<file path="config.mk">
export PLATFORM = sky130hd
export DESIGN_NAME = tlb_asid_inv
export DESIGN_NICKNAME = d
export VERILOG_FILES = /design/src/rtl/tlb_pkg.sv /design/src/rtl/tlb_cmd_arb.sv /design/src/rtl/tlb_hi_reg.sv /design/src/rtl/tlb_first_hit.sv /design/src/rtl/tlb_entry_array.sv /design/src/rtl/tlb_asid_inv.sv
export SDC_FILE = /design/constraint.sdc
export NUM_CORES = 2
export LEC_CHECK = 0
export BUFFER_PORTS_ARGS = -buffer_cell sky130_fd_sc_hd__buf_2
export CAP_MARGIN = 20
export CORE_UTILIZATION = 38
export CTS_CLUSTER_SIZE = 25
export DETAILED_ROUTE_END_ITERATION = 10
export PLACE_DENSITY = 0.62
export SLEW_MARGIN = 30
export SYNTH_ARGS = -nofsm -noshare
export SYNTH_HDL_FRONTEND = slang
export SYNTH_SLANG_ARGS = --single-unit
export TNS_END_PERCENT = 100
</file>
<file path="constraint.sdc">
create_clock -name clk -period 7.5 [get_ports clk]
set_input_delay 1.5 -clock clk [delete_from_list [all_inputs] [get_ports clk]]
set_output_delay 1.5 -clock clk [all_outputs]
set_load 0.01 [all_outputs]
</file>
<file path="src/rtl/tlb_pkg.sv">
package tlb_pkg;

    parameter int VA_W        = 32;
    parameter int REG_W       = 32;
    parameter int PAGE_SHIFT  = 12;
    parameter int ASID_W      = 8;
    parameter int PFN_W       = 20;
    parameter int ATTR_W      = 3;
    parameter int HI_HIDE_BIT = 10;
    parameter int IE_MIN      = 2;

    localparam int VPN2_LSB   = PAGE_SHIFT + 1;
    localparam int VPN2_W     = VA_W - VPN2_LSB;
    localparam int LO_ATTR_LSB = 3;
    localparam int LO_PFN_LSB = LO_ATTR_LSB + ATTR_W;
    localparam int LO_W       = LO_PFN_LSB + PFN_W;
    localparam int PA_W       = PFN_W + PAGE_SHIFT;

    typedef struct packed {
        logic [PFN_W-1:0]  pfn;
        logic [ATTR_W-1:0] attr;
        logic              dirty;
        logic              valid;
    } page_t;

    typedef struct packed {
        logic [VPN2_W-1:0] vpn2;
        logic [ASID_W-1:0] asid;
        logic              glob;
        logic              hidden;
        page_t             even;
        page_t             odd;
    } tlb_ent_t;

    typedef enum logic [2:0] {
        CMD_NONE,
        CMD_WRITE,
        CMD_INV_ALL,
        CMD_INV_ASID,
        CMD_READ,
        CMD_PROBE
    } tlb_cmd_e;

    function automatic page_t lo_unpack(input logic [LO_W-1:0] lo);
        page_t p;
        p.valid = lo[1];
        p.dirty = lo[2];
        p.attr  = lo[LO_ATTR_LSB +: ATTR_W];
        p.pfn   = lo[LO_PFN_LSB +: PFN_W];
        return p;
    endfunction

    function automatic logic [REG_W-1:0] lo_pack(input page_t p, input logic g);
        logic [REG_W-1:0] w;
        w = '0;
        w[0] = g;
        w[1] = p.valid;
        w[2] = p.dirty;
        w[LO_ATTR_LSB +: ATTR_W] = p.attr;
        w[LO_PFN_LSB +: PFN_W]   = p.pfn;
        return w;
    endfunction

    function automatic logic [REG_W-1:0] hi_keep_mask(input logic hide_ok);
        logic [REG_W-1:0] m;
        m = '0;
        m[REG_W-1:VPN2_LSB] = '1;
        m[ASID_W-1:0]       = '1;
        m[HI_HIDE_BIT]      = hide_ok;
        return m;
    endfunction

    function automatic logic [REG_W-1:0] hi_pack(input tlb_ent_t e);
        logic [REG_W-1:0] w;
        w = '0;
        w[VPN2_LSB +: VPN2_W] = e.vpn2;
        w[ASID_W-1:0]         = e.asid;
        return w;
    endfunction

endpackage

</file>
<file path="src/rtl/tlb_cmd_arb.sv">
module tlb_cmd_arb
    import tlb_pkg::*;
(
    input  logic     wr_req,
    input  logic     rd_req,
    input  logic     probe_req,
    input  logic     inv_asid_req,
    input  logic     inv_all_req,
    input  logic     inv_ok,
    output tlb_cmd_e cmd
);

    always_comb begin
        if (wr_req)                        cmd = CMD_WRITE;
        else if (inv_all_req && inv_ok)    cmd = CMD_INV_ALL;
        else if (inv_asid_req && inv_ok)   cmd = CMD_INV_ASID;
        else if (rd_req)                   cmd = CMD_READ;
        else if (probe_req)                cmd = CMD_PROBE;
        else                               cmd = CMD_NONE;
    end

endmodule

</file>
<file path="src/rtl/tlb_hi_reg.sv">
module tlb_hi_reg
    import tlb_pkg::*;
(
    input  logic             clk,
    input  logic             rst,
    input  logic             hide_ok,
    input  logic             wr,
    input  logic [REG_W-1:0] wdata,
    output logic [REG_W-1:0] img
);

    always_ff @(posedge clk) begin
        if (rst) begin
            img <= '0;
        end else if (wr) begin
            img <= wdata & hi_keep_mask(hide_ok);
        end
    end

endmodule

</file>
<file path="src/rtl/tlb_first_hit.sv">
module tlb_first_hit #(
    parameter int N_ENTRIES = 8,
    localparam int IDX_W = (N_ENTRIES > 1) ? $clog2(N_ENTRIES) : 1
) (
    input  logic [N_ENTRIES-1:0] match,
    output logic                 any,
    output logic [IDX_W-1:0]     idx
);

    always_comb begin
        any = |match;
        idx = '0;
        for (int i = N_ENTRIES - 1; i >= 0; i--) begin
            if (match[i]) idx = IDX_W'(i);
        end
    end

endmodule

</file>
<file path="src/rtl/tlb_entry_array.sv">
module tlb_entry_array
    import tlb_pkg::*;
#(
    parameter int N_ENTRIES = 8,
    localparam int IDX_W = (N_ENTRIES > 1) ? $clog2(N_ENTRIES) : 1
) (
    input  logic                        clk,
    input  logic                        rst,
    input  tlb_cmd_e                    cmd,
    input  logic [IDX_W-1:0]            idx,
    input  logic [VPN2_W-1:0]           hi_vpn2,
    input  logic [ASID_W-1:0]           hi_asid,
    input  logic                        hi_hide,
    input  logic [LO_W-1:0]             lo0,
    input  logic [LO_W-1:0]             lo1,
    input  logic [VPN2_W-1:0]           lk_vpn2,
    output tlb_ent_t [N_ENTRIES-1:0]    ents,
    output logic [N_ENTRIES-1:0]        lk_match,
    output logic [N_ENTRIES-1:0]        prb_match
);

    for (genvar g = 0; g < N_ENTRIES; g++) begin : g_ent
        tlb_ent_t ent_q;
        logic     own_space;

        assign own_space = ent_q.glob || (ent_q.asid == hi_asid);

        always_ff @(posedge clk) begin
            if (rst) begin
                ent_q        <= '0;
                ent_q.hidden <= 1'b1;
            end else if (cmd == CMD_WRITE && idx == IDX_W'(g)) begin
                if (hi_hide) begin
                    ent_q.hidden <= 1'b1;
                end else begin
                    ent_q.hidden <= 1'b0;
                    ent_q.vpn2   <= hi_vpn2;
                    ent_q.asid   <= hi_asid;
                    ent_q.glob   <= lo0[0] & lo1[0];
                    ent_q.even   <= lo_unpack(lo0);
                    ent_q.odd    <= lo_unpack(lo1);
                end
            end else if (cmd == CMD_INV_ALL) begin
                ent_q.hidden <= 1'b1;
            end else if (cmd == CMD_INV_ASID && !ent_q.glob && ent_q.asid == hi_asid) begin
                ent_q.hidden <= 1'b1;
            end
        end

        assign ents[g]      = ent_q;
        assign lk_match[g]  = !ent_q.hidden && own_space && (ent_q.vpn2 == lk_vpn2);
        assign prb_match[g] = !ent_q.hidden && own_space && (ent_q.vpn2 == hi_vpn2);
    end

endmodule

</file>
<file path="src/rtl/tlb_asid_inv.sv">
module tlb_asid_inv
    import tlb_pkg::*;
#(
    parameter int N_ENTRIES = 8,
    localparam int IDX_W = (N_ENTRIES > 1) ? $clog2(N_ENTRIES) : 1
) (
    input  logic              clk,
    input  logic              rst,
    input  logic [1:0]        ie_cap,
    input  logic              hi_wr,
    input  logic [REG_W-1:0]  hi_wdata,
    output logic [REG_W-1:0]  hi_img,
    input  logic [IDX_W-1:0]  ent_idx,
    input  logic [LO_W-1:0]   lo0_in,
    input  logic [LO_W-1:0]   lo1_in,
    input  logic              wr_en,
    input  logic              rd_en,
    input  logic              probe_en,
    input  logic              inv_asid_en,
    input  logic              inv_all_en,
    input  logic [VA_W-1:0]   lk_va,
    output logic              lk_hit,
    output logic [PA_W-1:0]   lk_pa,
    output logic              lk_valid,
    output logic              lk_dirty,
    output logic [ATTR_W-1:0] lk_attr,
    output logic              prb_valid,
    output logic [REG_W-1:0]  prb_index,
    output logic              rd_valid,
    output logic [REG_W-1:0]  rd_hi,
    output logic [REG_W-1:0]  rd_lo0,
    output logic [REG_W-1:0]  rd_lo1
);

    logic                     inv_ok;
    tlb_cmd_e                 cmd;
    tlb_ent_t [N_ENTRIES-1:0] ents;
    logic [N_ENTRIES-1:0]     lk_match;
    logic [N_ENTRIES-1:0]     prb_match;
    logic                     lk_any;
    logic [IDX_W-1:0]         lk_idx;
    logic                     prb_any;
    logic [IDX_W-1:0]         prb_idx;
    tlb_ent_t                 lk_ent;
    page_t                    lk_page;
    tlb_ent_t                 rd_ent;

    assign inv_ok = (ie_cap >= 2'(IE_MIN));

    tlb_cmd_arb arb_i (
        .wr_req      (wr_en),
        .rd_req      (rd_en),
        .probe_req   (probe_en),
        .inv_asid_req(inv_asid_en),
        .inv_all_req (inv_all_en),
        .inv_ok      (inv_ok),
        .cmd         (cmd)
    );

    tlb_hi_reg hi_i (
        .clk    (clk),
        .rst    (rst),
        .hide_ok(inv_ok),
        .wr     (hi_wr),
        .wdata  (hi_wdata),
        .img    (hi_img)
    );

    tlb_entry_array #(.N_ENTRIES(N_ENTRIES)) arr_i (
        .clk      (clk),
        .rst      (rst),
        .cmd      (cmd),
        .idx      (ent_idx),
        .hi_vpn2  (hi_img[VPN2_LSB +: VPN2_W]),
        .hi_asid  (hi_img[ASID_W-1:0]),
        .hi_hide  (hi_img[HI_HIDE_BIT]),
        .lo0      (lo0_in),
        .lo1      (lo1_in),
        .lk_vpn2  (lk_va[VA_W-1:VPN2_LSB]),
        .ents     (ents),
        .lk_match (lk_match),
        .prb_match(prb_match)
    );

    tlb_first_hit #(.N_ENTRIES(N_ENTRIES)) lk_sel_i (
        .match(lk_match),
        .any  (lk_any),
        .idx  (lk_idx)
    );

    tlb_first_hit #(.N_ENTRIES(N_ENTRIES)) prb_sel_i (
        .match(prb_match),
        .any  (prb_any),
        .idx  (prb_idx)
    );

    // Combinational translation: pick the half by the bit above the page offset
    assign lk_ent   = ents[lk_idx];
    assign lk_page  = lk_va[PAGE_SHIFT] ? lk_ent.odd : lk_ent.even;
    assign lk_hit   = lk_any;
    assign lk_pa    = lk_any ? {lk_page.pfn, lk_va[PAGE_SHIFT-1:0]} : '0;
    assign lk_valid = lk_any & lk_page.valid;
    assign lk_dirty = lk_any & lk_page.dirty;
    assign lk_attr  = lk_any ? lk_page.attr : '0;

    assign rd_ent = ents[ent_idx];

    always_ff @(posedge clk) begin
        if (rst) begin
            prb_valid <= 1'b0;
            prb_index <= '0;
            rd_valid  <= 1'b0;
            rd_hi     <= '0;
            rd_lo0    <= '0;
            rd_lo1    <= '0;
        end else begin
            prb_valid <= (cmd == CMD_PROBE);
            rd_valid  <= (cmd == CMD_READ);
            if (cmd == CMD_PROBE) begin
                prb_index <= {~prb_any, {(REG_W-1-IDX_W){1'b0}}, prb_idx};
            end
            if (cmd == CMD_READ) begin
                if (rd_ent.hidden) begin
                    rd_hi  <= REG_W'(1) << HI_HIDE_BIT;
                    rd_lo0 <= '0;
                    rd_lo1 <= '0;
                end else begin
                    rd_hi  <= hi_pack(rd_ent);
                    rd_lo0 <= lo_pack(rd_ent.even, rd_ent.glob);
                    rd_lo1 <= lo_pack(rd_ent.odd, rd_ent.glob);
                end
            end
        end
    end

endmodule

</file>
==> metrics.log <==
[metrics] result of the run: completed
[metrics] most common flop cell mapped by yosys: dfxtp_1
[metrics] category of the worst setup path launch point: input port
[metrics] cell with the largest stage delay on the worst path: or4_1
[metrics] starting density of the core: 0.3853
[metrics] most used standard cell by instance count after synthesis: nand2_1
[metrics] endpoint of the worst-slack reg-to-reg timing path: prb_index[0]
[metrics] CTS sink cnt: between 700 and 800
[metrics] number of buffers added for setup after CTS: 0
[metrics] Post-CTS Hold Buffers: 0
[metrics] maximum number of pins on one net before global-route repair: 170
[metrics] share of the synthesized area in the top cell type: 0.3849
[metrics] max-slew headroom at the worst pin: 0.2714
[metrics] FF-to-FF setup slack: 3.89 ns
[metrics] post-cts repair resize count: 0
[metrics] share of synthesized area occupied by flip-flops and latches: 0.3849
[metrics] number of flops mapped to enable cells by yosys: 0
[metrics] post-layout worst setup margin: 0.1995 ns
[metrics] nature of the critical path endpoint: output pin
[metrics] simple-gate portion of the synthesized area: 0.1877
[metrics] final hold violation count: 0
[metrics] max-cap check violation count: 0
[metrics] Final Setup Violations: 0
[metrics] leading cell types by total area after synthesis: dfxtp_1, nand2_1, a21oi_1
[metrics] main combinational cell family by area after synthesis: simple AND/OR/NAND/NOR gates
[metrics] Mean Syn Cell Area: between 8 and 9 sq um
[metrics] period utilization: 0.9734
[metrics] maximum clock rate: ~140 MHz
[metrics] share of cell area taken by muxes after synthesis: 0.1347
[metrics] netlist area before placement: 0.03875 sq mm
[metrics] Avg WL per Cell: around 24 um
[metrics] endpoint required time on the critical path: around 6 ns
[metrics] family of cells with the greatest summed delay on the critical path: simple AND/OR/NAND/NOR gates
[metrics] via count of the first global-routing pass: 32663
[metrics] TritonCTS clock tree: yes
[metrics] number of standard cells after synthesis: approximately 4800
[metrics] cell at the root of the clock tree: clkbuf_16
[metrics] Critical Setup Path Class: input port to output pin
[metrics] antenna violations before repair: 23
[metrics] fill cell count: 9903
[metrics] class of the worst hold path: register to register
[metrics] adder-cell share of the synthesized area: 0
[metrics] transition at the pin with the smallest max-transition slack: 1.093 ns
[metrics] number of port buffers: roughly 280
[metrics] die height: 321.3 um
[metrics] worst-case setup slack after placement: 0.4088 ns
[metrics] terminating pin of the worst hold path: prb_index[2]
[metrics] Std-Cell Core Area: 0.1006 sq mm
[metrics] Arr. time, crit path: 5.80 ns
[metrics] horizontal die dimension: 321.3 um
[metrics] setup total negative slack: 0 ns
[metrics] DRT iter0 DRCs: 4396
[metrics] library cells used by synthesis: 67
[metrics] most frequent cells after synthesis: nand2_1, dfxtp_1, a21oi_1
[metrics] power after layout: 9229 uW
[metrics] detailed-router iteration count before antenna repair: 5
[metrics] detailed route wirelength on metal3: 14080 um
[metrics] total of flip-flops plus latches after synthesis: 745
[metrics] post-detailed-route via-to-cell ratio: 5.723
[metrics] number of buffers inserted during clock tree synthesis: 87
[metrics] CP most frequent cell: buf_2
[metrics] layout overhead on the synthesized area: 13.51%
[metrics] leakage power total: approximately 0.016 uW
[metrics] area leader, netlist: dfxtp_1
[metrics] register clock-pin slew on the reported worst setup and hold paths: 0.06 ns
[metrics] complex-gate fraction of the synthesized area: 0.1458
[metrics] share of flip-flops with an asynchronous set or reset after synthesis: 0
[metrics] pwr dens: between 200 and 250 mW/mm^2
[metrics] Placer Congestion: 1.028
[metrics] R2R depth: 9
[metrics] peak per-stage delay on the critical path: 0.66 ns
[metrics] metal1 wirelength: 59480 um
[metrics] final antenna-violating net count: 0
[metrics] ratio of cells with drive above 1 in the final layout: 0.1545
[metrics] critical register-to-register path startpoint: hi_i.img[23]
[metrics] Total Routing Usage GR: 0.2806
[metrics] number of buffers and inverters on the critical path: 3
[metrics] start point of the worst hold path: prb_index[2]
[metrics] final layout net count: 4910
[metrics] first-pass GRT wire length: ~220000 um
[metrics] aggregate routed wire length: 149900 um
[metrics] HPWL after detailed placement: 93490 um
[metrics] Clock H-tree levels: 3
[metrics] number of max-slew violations in the final report: 0
[metrics] YS warnings: 0
[metrics] # IOs: roughly 330
[metrics] cells along the critical path: buf_2, xor2_1, nor4_1, nand4_1, a2111oi_2, a211oi_1, nor2_1, nand3_2, buf_4, o221ai_1, a21oi_1, or4_1, buf_2
[metrics] hold path cells: 2
[metrics] Peak supply drop: 172.7 uV
[metrics] DR WL met2: 68960 um
[metrics] parity-gate share of the synthesized area counting xor and xnor cells: 0.08318
[metrics] uppermost routed layer: met5
[metrics] largest fanout on the critical path: 8
[metrics] maximum buffer depth of the clock tree: 3
[metrics] clk_skew: ~0.022 ns
[metrics] number of placement rows: around 120
[metrics] shortest clock period the worst path allows after layout: 7.301 ns
[metrics] die outline area: 0.1033 sq mm
[metrics] Final Hold Slack: around 0.46 ns
[metrics] core utilization of the finished layout: 0.4373
[metrics] clock latency on the worst-skew pair: 0.68 ns
[metrics] count of vias placed by the detailed router: between 30000 and 40000
[metrics] total congestion overflow: 0
[metrics] detailed-route DRC error count: 0
[metrics] RSZ-0062 raised after global routing: no
[stage by stage]
step	instance area [sq um]	cells
after floorplan	38930	4804
after global routing	43980	6211
final	43980	6214
after global placement	40930	6043
after detailed placement	41010	6046
after CTS	43880	6202
[routing by layer]
metal  GRT usage  vias to the layer above
li1            -                    16141
met1      0.3701                    17058
met2      0.4465                     1971
met3     0.04426                      384
met4      0.1357                       10
met5           0                        -
[cell usage in the layout (no fill, tap or decap), types with 23 or more instances in the layout]
cell type,Yosys,layout
o221ai_1,32,32
a21oi_1,742,742
mux4_2,158,158
xnor2_1,75,75
conb_1,1,48
xor2_1,293,293
buf_2,47,271
nor3_1,34,31
clkbuf_8,0,28
nand2_1,1381,1374
mux2i_1,147,147
nor2_1,237,229
dfxtp_1,745,745
o22ai_1,23,23
a31oi_1,30,29
a311oi_1,30,30
nor4_1,71,71
clkbuf_16,0,90
buf_4,105,107
[where the power goes]
group | total, uW | switching [uW] | internal, uW
Sequential | 4090 | 65.8 | 4020
Combinational | 828 | 564 | 264
Clock | 4310 | 1780 | 2530
Total | 9230 | 2410 | 6820
[logic make-up (layout without fill, tap and decap cells)]
group	Yosys count	after routing
mux	319	319
xor+xnor	368	368
other cells	1	57
flops	745	745
buf+inv	526	570
compound gates	982	982
simple gates	1816	1816
[worst max-delay path by stage]
stage	start	to	slack, ns	depth (start not counted)
floorplan	lk_va[13]	lk_attr[0]	1.66	13
global placement	lk_va[22]	lk_pa[20]	0.39	12
detailed placement	lk_va[22]	lk_pa[20]	0.41	12
CTS	lk_va[22]	lk_pa[20]	0.37	12
global route	lk_va[27]	lk_pa[20]	0.18	12
finish	lk_va[22]	lk_pa[19]	0.20	13
[area by class of cell]
| type | instances | area (sq um) | area share |
|---|---|---|---|
| multi-input combinational | 3533 | 21770 | 0.4950 |
| sequential | 745 | 14910 | 0.3391 |
| clock buffer | 139 | 2706 | 0.06153 |
| timing repair buffer | 404 | 2668 | 0.06065 |
| tap | 1357 | 1698 | 0.03860 |
| clock inverter | 17 | 163.9 | 0.003726 |
| inverter | 10 | 37.54 | 0.0008534 |
| antenna | 9 | 22.52 | 0.0005120 |
[flip-flops by register name, indices dropped and copies added (netlist names)]
signal,cells
prb_valid,1
rd_hi,28
rd_lo1,26
prb_index,4
arr_i.ents,632
hi_i.img,28
rd_lo0,25
rd_valid,1
[tightest hold or removal path, cell delays in order, from the launching register on]
cell	delay (ns)
dfxtp_1	0.31
nand2_1	0.05
a21oi_1	0.05
No activity file was read; power rests on OpenSTA's default activity.
